### src/rtl/hazard_pkg.sv
package hazard_pkg;
  localparam int REG_W    = 5;
  localparam int NUM_SRC  = 2;
  localparam int NUM_PROD = 2;  // operand fetch and execute

  typedef enum logic [1:0] {
    PORT_FETCH  = 2'd0,
    PORT_OPREAD = 2'd1,
    PORT_STORE  = 2'd2
  } port_sel_e;
endpackage

### src/rtl/raw_detect.sv
module raw_detect #(
  parameter int REG_W    = 5,
  parameter int NUM_SRC  = 2,
  parameter int NUM_PROD = 2
) (
  input  logic                              clk,
  input  logic                              rst_n,
  input  logic                              dec_valid,
  input  logic [NUM_SRC-1:0][REG_W-1:0]     dec_src,
  input  logic [NUM_PROD-1:0]               prod_valid,
  input  logic [NUM_PROD-1:0]               prod_wr,
  input  logic [NUM_PROD-1:0][REG_W-1:0]    prod_dest,
  output logic                              raw_hit
);
  localparam logic [REG_W-1:0] ZERO_REG = '0;

  logic [NUM_SRC-1:0][NUM_PROD-1:0] pair_hit;

  for (genvar s = 0; s < NUM_SRC; s++) begin : g_src
    for (genvar p = 0; p < NUM_PROD; p++) begin : g_prod
      assign pair_hit[s][p] = prod_valid[p] && prod_wr[p] &&
                              (dec_src[s] != ZERO_REG) &&
                              (dec_src[s] == prod_dest[p]);
    end
  end

  assign raw_hit = dec_valid && (|pair_hit);

  // all-zero sources can never match
  a_r4_zero_src_quiet: assert property (@(posedge clk) disable iff (!rst_n)
    (dec_src == '0) |-> !raw_hit);
endmodule

### src/rtl/port_arbiter.sv
module port_arbiter
  import hazard_pkg::*;
(
  input  logic      load_req,
  input  logic      store_req,
  output port_sel_e sel,
  output logic      data_busy,
  output logic      conflict
);
  always_comb begin
    if (store_req)     sel = PORT_STORE;
    else if (load_req) sel = PORT_OPREAD;
    else               sel = PORT_FETCH;
  end

  assign data_busy = load_req || store_req;
  assign conflict  = load_req && store_req;
endmodule

### src/rtl/stall_ctrl.sv
module stall_ctrl (
  input  logic clk,
  input  logic rst_n,
  input  logic raw_hit,
  input  logic data_busy,
  input  logic conflict,
  output logic fetch_en,
  output logic hold_front,
  output logic hold_opf,
  output logic bubble_opf,
  output logic bubble_exe
);
  assign hold_opf   = conflict;
  assign hold_front = raw_hit || conflict;
  assign bubble_exe = conflict;
  assign bubble_opf = raw_hit && !conflict;
  assign fetch_en   = !hold_front && !data_busy;

  // an operand-fetch hold always freezes the front as well
  a_r9_hold_nested: assert property (@(posedge clk) disable iff (!rst_n)
    hold_opf |-> hold_front);

  // never two bubbles in one cycle
  a_r9_single_bubble: assert property (@(posedge clk) disable iff (!rst_n)
    !(bubble_opf && bubble_exe));
endmodule

### src/rtl/hazard_interlock.sv
module hazard_interlock
  import hazard_pkg::*;
#(
  parameter int REG_W   = hazard_pkg::REG_W,
  parameter int NUM_SRC = hazard_pkg::NUM_SRC
) (
  input  logic                          clk,
  input  logic                          rst_n,
  input  logic                          dec_valid,
  input  logic [NUM_SRC-1:0][REG_W-1:0] dec_src,
  input  logic                          opf_valid,
  input  logic [REG_W-1:0]              opf_dest,
  input  logic                          opf_wr,
  input  logic                          opf_load,
  input  logic                          exe_valid,
  input  logic [REG_W-1:0]              exe_dest,
  input  logic                          exe_wr,
  input  logic                          wrb_valid,
  input  logic                          wrb_store,
  output logic                          fetch_en,
  output logic                          hold_front,
  output logic                          hold_opf,
  output logic                          bubble_opf,
  output logic                          bubble_exe,
  output logic [1:0]                    mem_sel
);
  localparam int NPROD = hazard_pkg::NUM_PROD;

  logic [NPROD-1:0]            p_valid;
  logic [NPROD-1:0]            p_wr;
  logic [NPROD-1:0][REG_W-1:0] p_dest;
  logic                        raw_hit;
  logic                        data_busy;
  logic                        conflict;
  port_sel_e                   sel;

  assign p_valid = {exe_valid, opf_valid};
  assign p_wr    = {exe_wr,    opf_wr};
  assign p_dest  = {exe_dest,  opf_dest};

  raw_detect #(.REG_W(REG_W), .NUM_SRC(NUM_SRC), .NUM_PROD(NPROD)) u_raw (
    .clk        (clk),
    .rst_n      (rst_n),
    .dec_valid  (dec_valid),
    .dec_src    (dec_src),
    .prod_valid (p_valid),
    .prod_wr    (p_wr),
    .prod_dest  (p_dest),
    .raw_hit    (raw_hit)
  );

  port_arbiter u_arb (
    .load_req  (opf_valid && opf_load),
    .store_req (wrb_valid && wrb_store),
    .sel       (sel),
    .data_busy (data_busy),
    .conflict  (conflict)
  );

  stall_ctrl u_ctl (
    .clk        (clk),
    .rst_n      (rst_n),
    .raw_hit    (raw_hit),
    .data_busy  (data_busy),
    .conflict   (conflict),
    .fetch_en   (fetch_en),
    .hold_front (hold_front),
    .hold_opf   (hold_opf),
    .bubble_opf (bubble_opf),
    .bubble_exe (bubble_exe)
  );

  assign mem_sel = sel;

  // fetch only starts when the arbiter leaves the port to fetch
  a_r8_fetch_port_free: assert property (@(posedge clk) disable iff (!rst_n)
    fetch_en |-> (mem_sel == PORT_FETCH));

  // an empty decode stage never pushes a bubble into operand fetch
  a_r5_no_dec_no_bubble: assert property (@(posedge clk) disable iff (!rst_n)
    !dec_valid |-> !bubble_opf);

  // the port code is always one of the three defined owners
  a_r7_sel_legal: assert property (@(posedge clk) disable iff (!rst_n)
    mem_sel != 2'd3);
endmodule

### config.mk
export PLATFORM = sky130hd
export DESIGN_NAME = hazard_interlock
export DESIGN_NICKNAME = d
export VERILOG_FILES = /design/src/rtl/hazard_pkg.sv /design/src/rtl/raw_detect.sv /design/src/rtl/port_arbiter.sv /design/src/rtl/stall_ctrl.sv /design/src/rtl/hazard_interlock.sv
export SDC_FILE = /design/constraint.sdc
export NUM_CORES = 1
export LEC_CHECK = 0
export CORE_AREA = 2 2 39 41
export DETAILED_ROUTE_END_ITERATION = 12
export DIE_AREA = 0 0 41 43
export PLACE_DENSITY = 0.75
export SYNTH_ARGS = -nofsm -noshare
export SYNTH_HDL_FRONTEND = slang
export SYNTH_SLANG_ARGS = --single-unit
### constraint.sdc
create_clock -name vclk -period 1.8
set_input_delay 0.36 -clock vclk [all_inputs]
set_output_delay 0.36 -clock vclk [all_outputs]
set_load 0.01 [all_outputs]
* Yosys cells after proc, flatten, opt, wreduce, memory -nomap -nowiden
Index checks and enable logic that the tools add are counted.
** Word-level totals
- Memories :: 0
- Latch bits :: 0
- Input port bits :: 30
- Memory bits (read-only) :: 0
- Output and inout bits :: 7
- Flip-flop bits (word level) :: 0
- RAM bits :: 0
** Cells by class
- Bitwise operators :: 0
- Multiply operators :: 0
- Reductions and logical operators :: 24
- Shift-type cells :: 0
- Add/subtract/negate cells :: 0
- Divide/modulo/power cells :: 0
- Mux-type cells :: 2
- Eq/ne operators :: 4
- Magnitude comparators :: 0
** Operators with widths (number)
- $eq A5 B5 Y1 :: 4
- $logic_and A1 B1 Y1 :: 16
- $reduce_bool A5 Y1 :: 2
- $reduce_or A4 Y1 :: 1
- $logic_not A1 Y1 :: 3
- $logic_or A1 B1 Y1 :: 2
- $mux W2 :: 1
- $mux W1 :: 1

* Logic depth before layout (Yosys ltp)
- Depth in word-level cells :: 8
- Mapped depth :: 5
- Gate-level depth less buffers :: 5

* Cells and area by module
A second synthesis with hierarchy kept.
** Unflattened totals
- Cells, all modules :: 48
- Area, all modules :: 346.6 µm²
** By module, submodules not included
- raw_detect :: cells an instance 37, area each 269.0 µm², seq. area each 0.0 µm², instances 1
- stall_ctrl :: cells an instance 5, area each 35.0 µm², seq. area each 0.0 µm², instances 1
- port_arbiter :: cells an instance 4, area each 30.0 µm², seq. area each 0.0 µm², instances 1
- hazard_interlock :: cells an instance 2, area each 12.5 µm², seq. area each 0.0 µm², instances 1

* Worst setup path before layout
Ideal clock, no wire load.
- Path type :: input-to-output
- From :: input port dec_src[0] (netlist name)
- To :: output port fetch_en
- Setup slack :: 90 ps
- Stages on the path :: 4
- Arrival :: 1350 ps
- Path through :: or4_1 > o21ai_1 > o22ai_2 > nor3b_2
** On the way
- Cells in the longest elaborated chain, start to end :: 8
** RTL lines
- start, declared :: line hazard_interlock.sv:10 : input logic [NUM_SRC-1:0][REG_W-1:0] dec_src,
- $reduce_bool A5 Y1 :: line raw_detect.sv:22 : (dec_src[s] != ZERO_REG) &&
- $logic_and A1 B1 Y1 :: line raw_detect.sv:21 : assign pair_hit[s][p] = prod_valid[p] && prod_wr[p] &&
- $logic_and A1 B1 Y1 :: line raw_detect.sv:22
- $reduce_or A4 Y1 * :: line raw_detect.sv:27 : assign raw_hit = dec_valid && (|pair_hit);
- $logic_and A1 B1 Y1 * :: line raw_detect.sv:27
- $logic_or A1 B1 Y1 * :: line stall_ctrl.sv:14 : assign hold_front = raw_hit || conflict;
- $logic_not A1 Y1 * :: line stall_ctrl.sv:17 : assign fetch_en = !hold_front && !data_busy;
- $logic_and A1 B1 Y1 * :: line stall_ctrl.sv:17
- end, declared :: line hazard_interlock.sv:20 : output logic fetch_en,
Mark *: on every way between the ends. The rest lies on a longest branch, timed or not.

* Final worst setup path
- From :: input port dec_src[3] (netlist name)
- To :: output port fetch_en
The elaborated chain is that of the path after synthesis.

==> summary.md <==
| Metric | Value |
|---|---|
| Run status | finished with violations |
| Violations in the final reports | negative setup slack |
| Maximum clock frequency | slightly below 500 MHz |
| Synth area leader | sky130_fd_sc_hd__xor2_1 |
| Count of clock buffers in the final design | 0 |
| Vias per Instance | 4.546 |
| Power Density | 210.9 nW/um2 |
| Die height | around 43 um |
| CORE AREA | roughly 1400 um2 |
| Initial Utilization | 0.2477 |
| Number of design-rule violations left by the first detailed-router iteration | 2 |
| Setup WS post-layout | -0.2122 ns |
| Critical path class | input port to output pin |
| Sequential element share of the synthesized area | 0 |
| Highest-count cells in the layout ignoring fill and taps | sky130_fd_sc_hd__xor2_1, sky130_fd_sc_hd__buf_4, sky130_fd_sc_hd__buf_2 |
| Number of endpoints with negative hold slack in the final report | 0 |
| Area taken by flip-flops and latches | 0 um2 |
| Total I/O pin count | 37 |
| Hold bufs inserted after CTS | 0 |
| Arr. time, crit path | ~1.7 ns |
| Die ar. | about 1800 um2 |
| Per-instance average area after synthesis | approximately 7.3 um2 |
| Post-place setup slack | -0.9403 ns |
| Total setup violations reported at the end of the flow | 3 |
| Startpoint type of the worst setup path | input port |
| Via total after detailed routing | slightly below 500 |
| Area delta synth->final | 127.0% |
| Worst IR Drop VDD | around 0.000089 V |
| Time the final worst path needs with I/O delays and setup | slightly above 2 ns |
| Routed wire length | 1.224 mm |
| Number of global-route vias before repair | 494 |
| Drt wl/cell | roughly 11 um |
| Net count of the mapped netlist | a little under 80 |
| Yosys Warn Count | 0 |
| Remaining global-route overflow | 0 |
| Element type at the critical path end | output pin |
| Router iterations before antenna repair | 3 |
| Row count | 14 |
| Max capacitance violation total | 0 |
| Layout cells sized above 1 | 0.5326 |
| Worst Path Required | between 1 and 1.5 ns |
| Number of nets in the layout | around 120 |
| Global-route usage over all layers | 0.1489 |
| Launching instance or port of the critical path | dec_src[3] |
| Inserted Diodes | 0 |
| Start point of the worst hold path | dec_src[6] |
| Most common library cell in the layout ignoring fill and taps | sky130_fd_sc_hd__xor2_1 |
| Total power after layout | 0.1641 mW |
| Post-route standard cell area excluding fillers | between 700 and 800 um2 |
| DIE WIDTH | ~40 um |
| Tightest slew margin relative to the limit | 0.8384 |
| Residual DRC count | 0 |
| Number of distinct library cell variants in the gate-level netlist after synthesis | 15 |
| Number of standard cells after synthesis | 47 |
| Final cell utilization of the core | 0.5624 |
| Number of max-slew violations in the final report | 0 |
| Top fanout value on the critical path | 3 |
| Sequential cell count | 0 |
| Top cells by area, synth | sky130_fd_sc_hd__xor2_1, sky130_fd_sc_hd__nor4_1, sky130_fd_sc_hd__nor2_1 |
| Setup repair after global routing missed its margin | yes |
| Global placement routability congestion | 0.7978 |
| Slew at the pin closest to its max-slew limit | about 0.24 ns |
| Maximum number of pins on one net before global-route repair | 4 |
| First-pass GRT wire length | between 1.5 and 2 mm |
| Placed cell areas | ~750 um2 |
| Critical Path Sink | fetch_en |
| Period utilization | 1.118 |
| HPWL after DPL | roughly 990 um |
| IO buf count | 35 |
| Yosys top cell area share | 0.5109 |
| Antenna violations before repair | 0 |
| Leakage component of the power | about 0.38 nW |
| Routed Antenna Nets | 0 |
| Area of the mapped netlist | 342.8 um2 |
| Worst hold path type | input port to output pin |
==> per-stage QoR <==
stage / std cells / TNS [ns] / hold slack [ns]
finish: 108 / -0.3629 / 1.294
global route: 108 / -0.5292 / 1.332
CTS: 106 / -0.4545 / 1.334
detailed placement: 103 / -3.977 / 1.728
global placement: 103 / -3.654 / 1.708
floorplan: 47 / 0 / 0.8230
==> Yosys cell counts <==
master,n
sky130_fd_sc_hd__and2_1,2
sky130_fd_sc_hd__o22ai_2,1
sky130_fd_sc_hd__or4_1,2
sky130_fd_sc_hd__nand2b_1,1
sky130_fd_sc_hd__nor3b_2,1
sky130_fd_sc_hd__nor4_1,4
sky130_fd_sc_hd__nor2_1,5
sky130_fd_sc_hd__a22oi_2,1
sky130_fd_sc_hd__a22oi_1,1
sky130_fd_sc_hd__o21ai_1,2
sky130_fd_sc_hd__nand2_1,3
sky130_fd_sc_hd__nand3_1,1
sky130_fd_sc_hd__xor2_1,20
sky130_fd_sc_hd__inv_1,1
sky130_fd_sc_hd__buf_4,2
==> metal layers <==
layer,GRT usage,part of all wire,routed length (um)
met5,0,0,0
met4,0.04000,0.014,17
met3,0.01571,0.11,135
met2,0.2844,0.51,629
met1,0.1551,0.36,442
==> logic make-up (layout without fill, tap and decap cells) <==
logic type	count (synthesis)	in the layout	synth area share
AOI/OAI and AO/OA	5	5	0.1241
xor gates and xnor gates	20	20	0.5110
and+or+nand+nor	19	19	0.3102
buffers and inverters	3	48	0.05472
==> power by group <==
part           total, mW  internal, mW  switching [mW]
clock network          0             0               0
logic              0.164        0.0945          0.0697
registers              0             0               0
==> timing repair <==
item	CTS	global route
setup buffers	3	2
setup endpoints to repair	7	6
pin swaps	22	10
resized for setup	109	13
==> how the worst min path moves through the flow <==
stage | to | slack [ns] | cells past startpoint
CTS | hold_front | 1.33 | 5
floorplan | mem_sel[0] | 0.82 | 2
global route | mem_sel[0] | 1.33 | 5
finish | hold_front | 1.29 | 5
detailed placement | mem_sel[0] | 1.73 | 4
global placement | mem_sel[0] | 1.71 | 4
==> area by class of cell <==
type | instances | area, um2
Fill cell | 144 | 605.6
Inverter | 1 | 3.754
Tap cell | 16 | 20.02
Multi-Input combinational cell | 44 | 379.1
Timing Repair Buffer | 47 | 375.4
==> worst max-delay path: stages <==
cell and delay (ns):
sky130_fd_sc_hd__buf_8 0.10, sky130_fd_sc_hd__or4_4 0.53, sky130_fd_sc_hd__o21ai_2 0.13, sky130_fd_sc_hd__o22ai_2 0.11, sky130_fd_sc_hd__buf_4 0.14, sky130_fd_sc_hd__nor3b_2 0.13, sky130_fd_sc_hd__buf_2 0.14
No activity file was read; power rests on OpenSTA's default activity.
